**config.mk**
```make
export PLATFORM = sky130hd
export DESIGN_NAME = i2c_bus_recover
export DESIGN_NICKNAME = d
export VERILOG_FILES = /design/src/rtl/i2c_rcv_pkg.sv /design/src/rtl/i2c_rcv_sync.sv /design/src/rtl/i2c_rcv_step_timer.sv /design/src/rtl/i2c_rcv_fsm.sv /design/src/rtl/i2c_bus_recover.sv
export SDC_FILE = /design/constraint.sdc
export NUM_CORES = 1
export LEC_CHECK = 0
export ABC_AREA = 1
export BUFFER_PORTS_ARGS = -buffer_cell sky130_fd_sc_hd__buf_4
export CAP_MARGIN = 0
export CORE_ASPECT_RATIO = 1.75
export CORE_MARGIN = 2
export CORE_UTILIZATION = 45
export DETAILED_ROUTE_END_ITERATION = 6
export PLACE_DENSITY_LB_ADDON = 0.2
export SYNTH_ARGS = -nofsm -noshare
export SYNTH_HDL_FRONTEND = slang
export SYNTH_SLANG_ARGS = --single-unit
```
**constraint.sdc**
```tcl
create_clock -name clk_i -period 1.5 [get_ports clk_i]
set_clock_uncertainty 0.2 [all_clocks]
set_input_delay 0.3 -clock clk_i [delete_from_list [all_inputs] [get_ports clk_i]]
set_output_delay 0.3 -clock clk_i [all_outputs]
set_load 0.005 [all_outputs]
```
**src/rtl/i2c_rcv_pkg.sv**
```systemverilog
`timescale 1ns/1ps
package i2c_rcv_pkg;
  typedef enum logic [2:0] {
    ST_IDLE,
    ST_CHECK,
    ST_WAIT,
    ST_STOP_LOW,
    ST_STOP_SDA
  } rcv_state_e;
endpackage

```
**src/rtl/i2c_rcv_sync.sv**
```systemverilog
`timescale 1ns/1ps
module i2c_rcv_sync #(
  parameter int N_LINES = 2,
  parameter int STAGES  = 2
) (
  input  logic               clk_i,
  input  logic               rst_ni,
  input  logic [N_LINES-1:0] lines_i,
  output logic [N_LINES-1:0] lines_o
);
  for (genvar g = 0; g < N_LINES; g++) begin : g_line
    logic [STAGES-1:0] pipe_q;
    // Bus idles high; reset to released level
    always_ff @(posedge clk_i or negedge rst_ni) begin
      if (!rst_ni) pipe_q <= '1;
      else         pipe_q <= {pipe_q[STAGES-2:0], lines_i[g]};
    end
    assign lines_o[g] = pipe_q[STAGES-1];
  end
endmodule

```
**src/rtl/i2c_rcv_step_timer.sv**
```systemverilog
`timescale 1ns/1ps
module i2c_rcv_step_timer #(
  parameter int STEP_TICKS = 5
) (
  input  logic clk_i,
  input  logic rst_ni,
  input  logic start_i,
  input  logic tick_i,
  output logic expire_o
);
  localparam int CW = (STEP_TICKS < 2) ? 1 : $clog2(STEP_TICKS);
  localparam logic [CW-1:0] LAST = CW'(STEP_TICKS - 1);

  logic          run_q;
  logic [CW-1:0] cnt_q;

  assign expire_o = run_q && tick_i && (cnt_q == LAST);

  always_ff @(posedge clk_i or negedge rst_ni) begin
    if (!rst_ni) begin
      run_q <= 1'b0;
      cnt_q <= '0;
    end else if (start_i) begin
      run_q <= 1'b1;
      cnt_q <= '0;
    end else if (expire_o) begin
      run_q <= 1'b0;
      cnt_q <= '0;
    end else if (run_q && tick_i) begin
      cnt_q <= cnt_q + CW'(1);
    end
  end

  p_cnt_bound_r3: assert property (@(posedge clk_i) disable iff (!rst_ni)
    run_q |-> (cnt_q <= LAST));
  p_idle_cnt_r3: assert property (@(posedge clk_i) disable iff (!rst_ni)
    !run_q |-> (cnt_q == '0));
endmodule

```
**src/rtl/i2c_rcv_fsm.sv**
```systemverilog
`timescale 1ns/1ps
module i2c_rcv_fsm
  import i2c_rcv_pkg::*;
#(
  parameter int MAX_CLKS = 9
) (
  input  logic clk_i,
  input  logic rst_ni,
  input  logic start_i,
  input  logic scl_s_i,
  input  logic sda_s_i,
  input  logic step_done_i,
  output logic tmr_start_o,
  output logic scl_ovr_o,
  output logic sda_ovr_o,
  output logic busy_o,
  output logic done_o,
  output logic stuck_o
);
  localparam int MAX_TOG = 2 * MAX_CLKS;
  localparam int TCW     = $clog2(MAX_TOG + 1);
  localparam logic [TCW-1:0] TOG_LIMIT = TCW'(MAX_TOG);

  rcv_state_e     state_q, state_n;
  logic [TCW-1:0] cnt_q, cnt_n;
  logic           scl_q, scl_n, sda_q, sda_n;
  logic           done_q, done_n, err_q, err_n;
  logic           tmr_start;

  always_comb begin
    state_n   = state_q;
    cnt_n     = cnt_q;
    scl_n     = scl_q;
    sda_n     = sda_q;
    done_n    = 1'b0;
    err_n     = err_q;
    tmr_start = 1'b0;
    unique case (state_q)
      ST_IDLE: begin
        if (start_i) begin
          state_n = ST_CHECK;
          cnt_n   = '0;
          err_n   = 1'b0;
          scl_n   = 1'b0;
          sda_n   = 1'b0;
        end
      end
      ST_CHECK: begin
        if (cnt_q == TOG_LIMIT) begin
          state_n   = ST_STOP_LOW;
          scl_n     = 1'b1;
          sda_n     = 1'b1;
          tmr_start = 1'b1;
        end else if (!scl_q && !scl_s_i) begin
          // another device holds SCL: no STOP
          state_n = ST_IDLE;
          err_n   = 1'b1;
          done_n  = 1'b1;
        end else if (!scl_q && sda_s_i) begin
          state_n   = ST_STOP_LOW;
          scl_n     = 1'b1;
          sda_n     = 1'b1;
          tmr_start = 1'b1;
        end else begin
          state_n   = ST_WAIT;
          scl_n     = !scl_q;
          cnt_n     = cnt_q + TCW'(1);
          tmr_start = 1'b1;
        end
      end
      ST_WAIT: begin
        if (step_done_i) state_n = ST_CHECK;
      end
      ST_STOP_LOW: begin
        if (step_done_i) begin
          state_n   = ST_STOP_SDA;
          scl_n     = 1'b0;
          tmr_start = 1'b1;
        end
      end
      ST_STOP_SDA: begin
        if (step_done_i) begin
          state_n = ST_IDLE;
          sda_n   = 1'b0;
          done_n  = 1'b1;
        end
      end
      default: state_n = ST_IDLE;
    endcase
  end

  always_ff @(posedge clk_i or negedge rst_ni) begin
    if (!rst_ni) begin
      state_q <= ST_IDLE;
      cnt_q   <= '0;
      scl_q   <= 1'b0;
      sda_q   <= 1'b0;
      done_q  <= 1'b0;
      err_q   <= 1'b0;
    end else begin
      state_q <= state_n;
      cnt_q   <= cnt_n;
      scl_q   <= scl_n;
      sda_q   <= sda_n;
      done_q  <= done_n;
      err_q   <= err_n;
    end
  end

  assign tmr_start_o = tmr_start;
  assign scl_ovr_o   = scl_q;
  assign sda_ovr_o   = sda_q;
  assign busy_o      = (state_q != ST_IDLE);
  assign done_o      = done_q;
  assign stuck_o     = err_q;

  p_start_accept_r2: assert property (@(posedge clk_i) disable iff (!rst_ni)
    (state_q == ST_IDLE && start_i) |=> (state_q == ST_CHECK));
  p_hold_stable_r3: assert property (@(posedge clk_i) disable iff (!rst_ni)
    (state_q == ST_WAIT && !step_done_i) |=> ($stable(scl_q) && $stable(sda_q)));
  p_toggle_cap_r4: assert property (@(posedge clk_i) disable iff (!rst_ni)
    cnt_q <= TOG_LIMIT);
  p_abort_clean_r6: assert property (@(posedge clk_i) disable iff (!rst_ni)
    $rose(err_q) |-> (!scl_q && !sda_q && done_q));
  p_sda_stop_only_r7: assert property (@(posedge clk_i) disable iff (!rst_ni)
    sda_q |-> (state_q == ST_STOP_LOW || state_q == ST_STOP_SDA));
  p_sda_last_r7: assert property (@(posedge clk_i) disable iff (!rst_ni)
    $fell(sda_q) |-> (!scl_q && $past(!scl_q)));
  p_done_pulse_r8: assert property (@(posedge clk_i) disable iff (!rst_ni)
    done_q |=> !done_q);
  p_done_idle_r8: assert property (@(posedge clk_i) disable iff (!rst_ni)
    done_q |-> (state_q == ST_IDLE));
  p_err_hold_r9: assert property (@(posedge clk_i) disable iff (!rst_ni)
    (err_q && !(state_q == ST_IDLE && start_i)) |=> err_q);
  p_err_clear_r9: assert property (@(posedge clk_i) disable iff (!rst_ni)
    (state_q == ST_IDLE && start_i) |=> !err_q);
endmodule

```
**src/rtl/i2c_bus_recover.sv**
```systemverilog
`timescale 1ns/1ps
module i2c_bus_recover #(
  parameter int STEP_US     = 5,
  parameter int MAX_CLKS    = 9,
  parameter int SYNC_STAGES = 2
) (
  input  logic clk_i,
  input  logic rst_ni,
  input  logic start_i,
  input  logic tick_i,
  input  logic scl_i,
  input  logic sda_i,
  output logic scl_low_o,
  output logic sda_low_o,
  output logic busy_o,
  output logic done_o,
  output logic scl_stuck_o
);
  logic [1:0] lines_s;
  logic       tmr_start, step_done;

  i2c_rcv_sync #(.N_LINES(2), .STAGES(SYNC_STAGES)) u_sync (
    .clk_i   (clk_i),
    .rst_ni  (rst_ni),
    .lines_i ({sda_i, scl_i}),
    .lines_o (lines_s)
  );

  i2c_rcv_step_timer #(.STEP_TICKS(STEP_US)) u_timer (
    .clk_i    (clk_i),
    .rst_ni   (rst_ni),
    .start_i  (tmr_start),
    .tick_i   (tick_i),
    .expire_o (step_done)
  );

  i2c_rcv_fsm #(.MAX_CLKS(MAX_CLKS)) u_fsm (
    .clk_i       (clk_i),
    .rst_ni      (rst_ni),
    .start_i     (start_i),
    .scl_s_i     (lines_s[0]),
    .sda_s_i     (lines_s[1]),
    .step_done_i (step_done),
    .tmr_start_o (tmr_start),
    .scl_ovr_o   (scl_low_o),
    .sda_ovr_o   (sda_low_o),
    .busy_o      (busy_o),
    .done_o      (done_o),
    .stuck_o     (scl_stuck_o)
  );
endmodule

```
==> impl_results.md <==
* Final-stage net count at 187
* Min setup slack post-route at -0.230 ns
* Clock Latency Late Sink at 0.27 ns
* Slew Viols, Final at 0
* PD cells at 1800 nW/um^2
* RSZ-0062 raised after global routing: yes
* Warnings, synthesis at 0
* Final wirelength at 3030 microns
* Synth Net Count at 143
* Worst-path maximum fanout at 3
* Vias per cell at 5.29
* Final RePlAce weighted congestion at 0.862
* Initial antenna violation count at 0
* Worst rel slew slack at 0.824
* Die width at 40.4 microns
* Via Count at 1063
* WP data required at 1.45 ns
* Most frequent cells in the layout: buf_4, nand2_1, dfrtp_1
* Most common cell after layout, fill and taps aside: buf_4
* Max Cap Viol at 0
* GRT Total Usage at 0.219
* Synth Cell Area at 1040 sq um
* Power Total at 2980 uW
* Port bufs at 10
* 1st-iter DRT viols at 23
* Final Critical Period at 1.73 ns
* CTS Buf Count at 3
* Hold violation count in the final report at 0
* Synth area leaders: dfrtp_1, nand2_1, dfstp_2
* CP arrival at 1.68 ns
* Post-route DRC violation count at 0
* Chip Height at 67.6 microns
* Clock Sinks at 20
* Global route overflow at 0
* Fmax at 578 MHz
* CTS Root Cell: clkbuf_8
* Min-Delay Path Depth at 0
* Post-synthesis cell count at 133
* Htree depth at 1
* N_diodes at 0
* Die area at 2730 sq um
* Min-Delay Path Class: reg -> reg
* Synth top area share at 0.385
* Post-DRT Antenna Nets at 0
* IO Count at 11
* P&R area growth vs syn at 59.5%
* Area leader, netlist: dfrtp_1
* Dpl hpwl at 1740 microns
* Maximum vdd drop at 0.00116 V
* DR WL/cell at 15.1 microns
* Number of cell rows at 23
* Clock Pin Slew Worst Setup and Hold Paths at 0.07 ns
* R2R setup slack at -0.23 ns
* Critical path class: reg -> reg
* Core footprint at 2240 sq um
* Worst Setup End Kind: flip-flop
* Period utilization at 1.15
* Worst r2r path cells at 9
* Largest net degree at the start of global routing at 21
* Library cells used by synthesis at 17
* Initial Util at 0.464
* Leak at 0.000822 uW
* Worst slack, placed at -0.0760 ns
* Outcome: finished, violations left
* Worst Setup Start Kind: flip-flop
* Violated checks: negative setup slack
* Final Setup Violations at 8
* Vias in the first global route at 922
* Share of post-route cells with drive strength above 1 at 0.563
* Clk buf depth at 2
* Seq cells post-synth at 20
* Sequential share of the synthesized area at 0.486
* Global-route wire length before repair at 4020 microns
* Synth Area per Inst at 7.83 sq um
* CTS tree: yes
* DRT Pass-1 Iters at 4
* Worst Max-Slew Pin Slew at 0.264 ns
where the power goes:
group	leakage (uW)	switching (uW)	internal (uW)
Combinational	0.000544	954	810
Clock	0.0000288	181	234
Sequential	0.000249	123	680
per-layer routing:
layer / vias up / routed length (microns) / global-route usage
met4: 0 / 110 / 0.113
met3: 11 / 100 / 0.0197
met5: - / 0 / 0
met1: 503 / 1100 / 0.252
li1: 518 / - / -
met2: 31 / 1720 / 0.377
logic make-up after synthesis:
kind of cell / share of synthesized area
AO/OA/AOI/OAI: 0.0793
flip-flops: 0.486
AND/OR/NAND/NOR: 0.317
adder cells (fa/ha/maj): 0.0481
XOR/XNOR: 0.00841
buffers and inverters: 0.0613
area by class of cell:
| type | count | area, sq um |
|---|---|---|
| well taps | 25 | 31.3 |
| fillers | 177 | 584 |
| clock buffers | 4 | 55.1 |
| repair buffers | 38 | 323 |
| multi-input cells | 97 | 678 |
| inverters | 17 | 66.3 |
| flip-flops and latches | 20 | 507 |
flip-flops by register name, summed over array words and instances, names as in the netlist:
name,cells
u_timer.cnt_q,3
u_fsm.done_o,1
u_fsm.scl_ovr_o,1
u_fsm.stuck_o,1
u_fsm.state_q,3
u_fsm.sda_ovr_o,1
u_sync.g_line.pipe_q,4
u_fsm.cnt_q,5
u_timer.run_q,1
synthesized netlist by cell type, drive strengths merged:
cell type and count:
a21oi 3, dfrtp 16, dfstp 4, ha 4
inv 17, nand2 42, nand3 13, nand4 4
nor2 15, o21ai 12, o21bai 1, or2 1
xnor2 1
final timing paths:
kind	startpoint	to
max	u_timer.cnt_q[0]$_DFFE_PN0P_	u_fsm.sda_ovr_o$_DFFE_PN0P_
min reg2reg	u_sync.g_line[0].pipe_q[0]$_DFF_PN1_	u_sync.g_line[0].pipe_q[1]$_DFF_PN1_
min	u_sync.g_line[0].pipe_q[0]$_DFF_PN1_	u_sync.g_line[0].pipe_q[1]$_DFF_PN1_
max reg2reg	u_timer.cnt_q[0]$_DFFE_PN0P_	u_fsm.sda_ovr_o$_DFFE_PN0P_
min in group asynchronous	rst_ni	u_fsm.cnt_q[4]$_DFFE_PN0P_
max in group asynchronous	rst_ni	u_sync.g_line[0].pipe_q[0]$_DFF_PN1_
what timing repair did:
| action | CTS | global route |
|---|---|---|
| hold buffers | 3 | 0 |
| buffers inserted | 8 | 6 |
| pin swaps | 2 | 25 |
| gates cloned | 0 | 1 |
| gates resized for setup | 21 | 58 |
| endpoints found under the setup margin | 14 | 17 |
| endpoints found under the hold margin | 22 | 0 |
worst max-delay path, cell delays in order, from the launching register on:
cell,delay (ns)
dfrtp_1,0.42
inv_2,0.10
ha_4,0.13
nand2_4,0.05
nor2_4,0.15
nor2_2,0.05
nor2_1,0.20
nand3_1,0.15
nand2_1,0.10
nand2_1,0.06
through the flow:
step / TNS [ns] / instances / instance area [sq um] / hold WS [ns] / utilization
2_1_floorplan: 0 / 133 / 1040 / -0.196 / -
4_1_cts: 0 / 194 / 1430 / 0.158 / 0.638
3_5_place_dp: -0.414 / 179 / 1230 / -0.0124 / 0.549
3_3_place_gp: -0.0561 / 179 / 1230 / -0.0106 / 0.549
6_report: -0.513 / 201 / 1660 / 0.158 / 0.740
5_1_grt: -1.25 / 201 / 1660 / 0.166 / 0.740
Note: power is estimated with default switching activity, not from simulation.
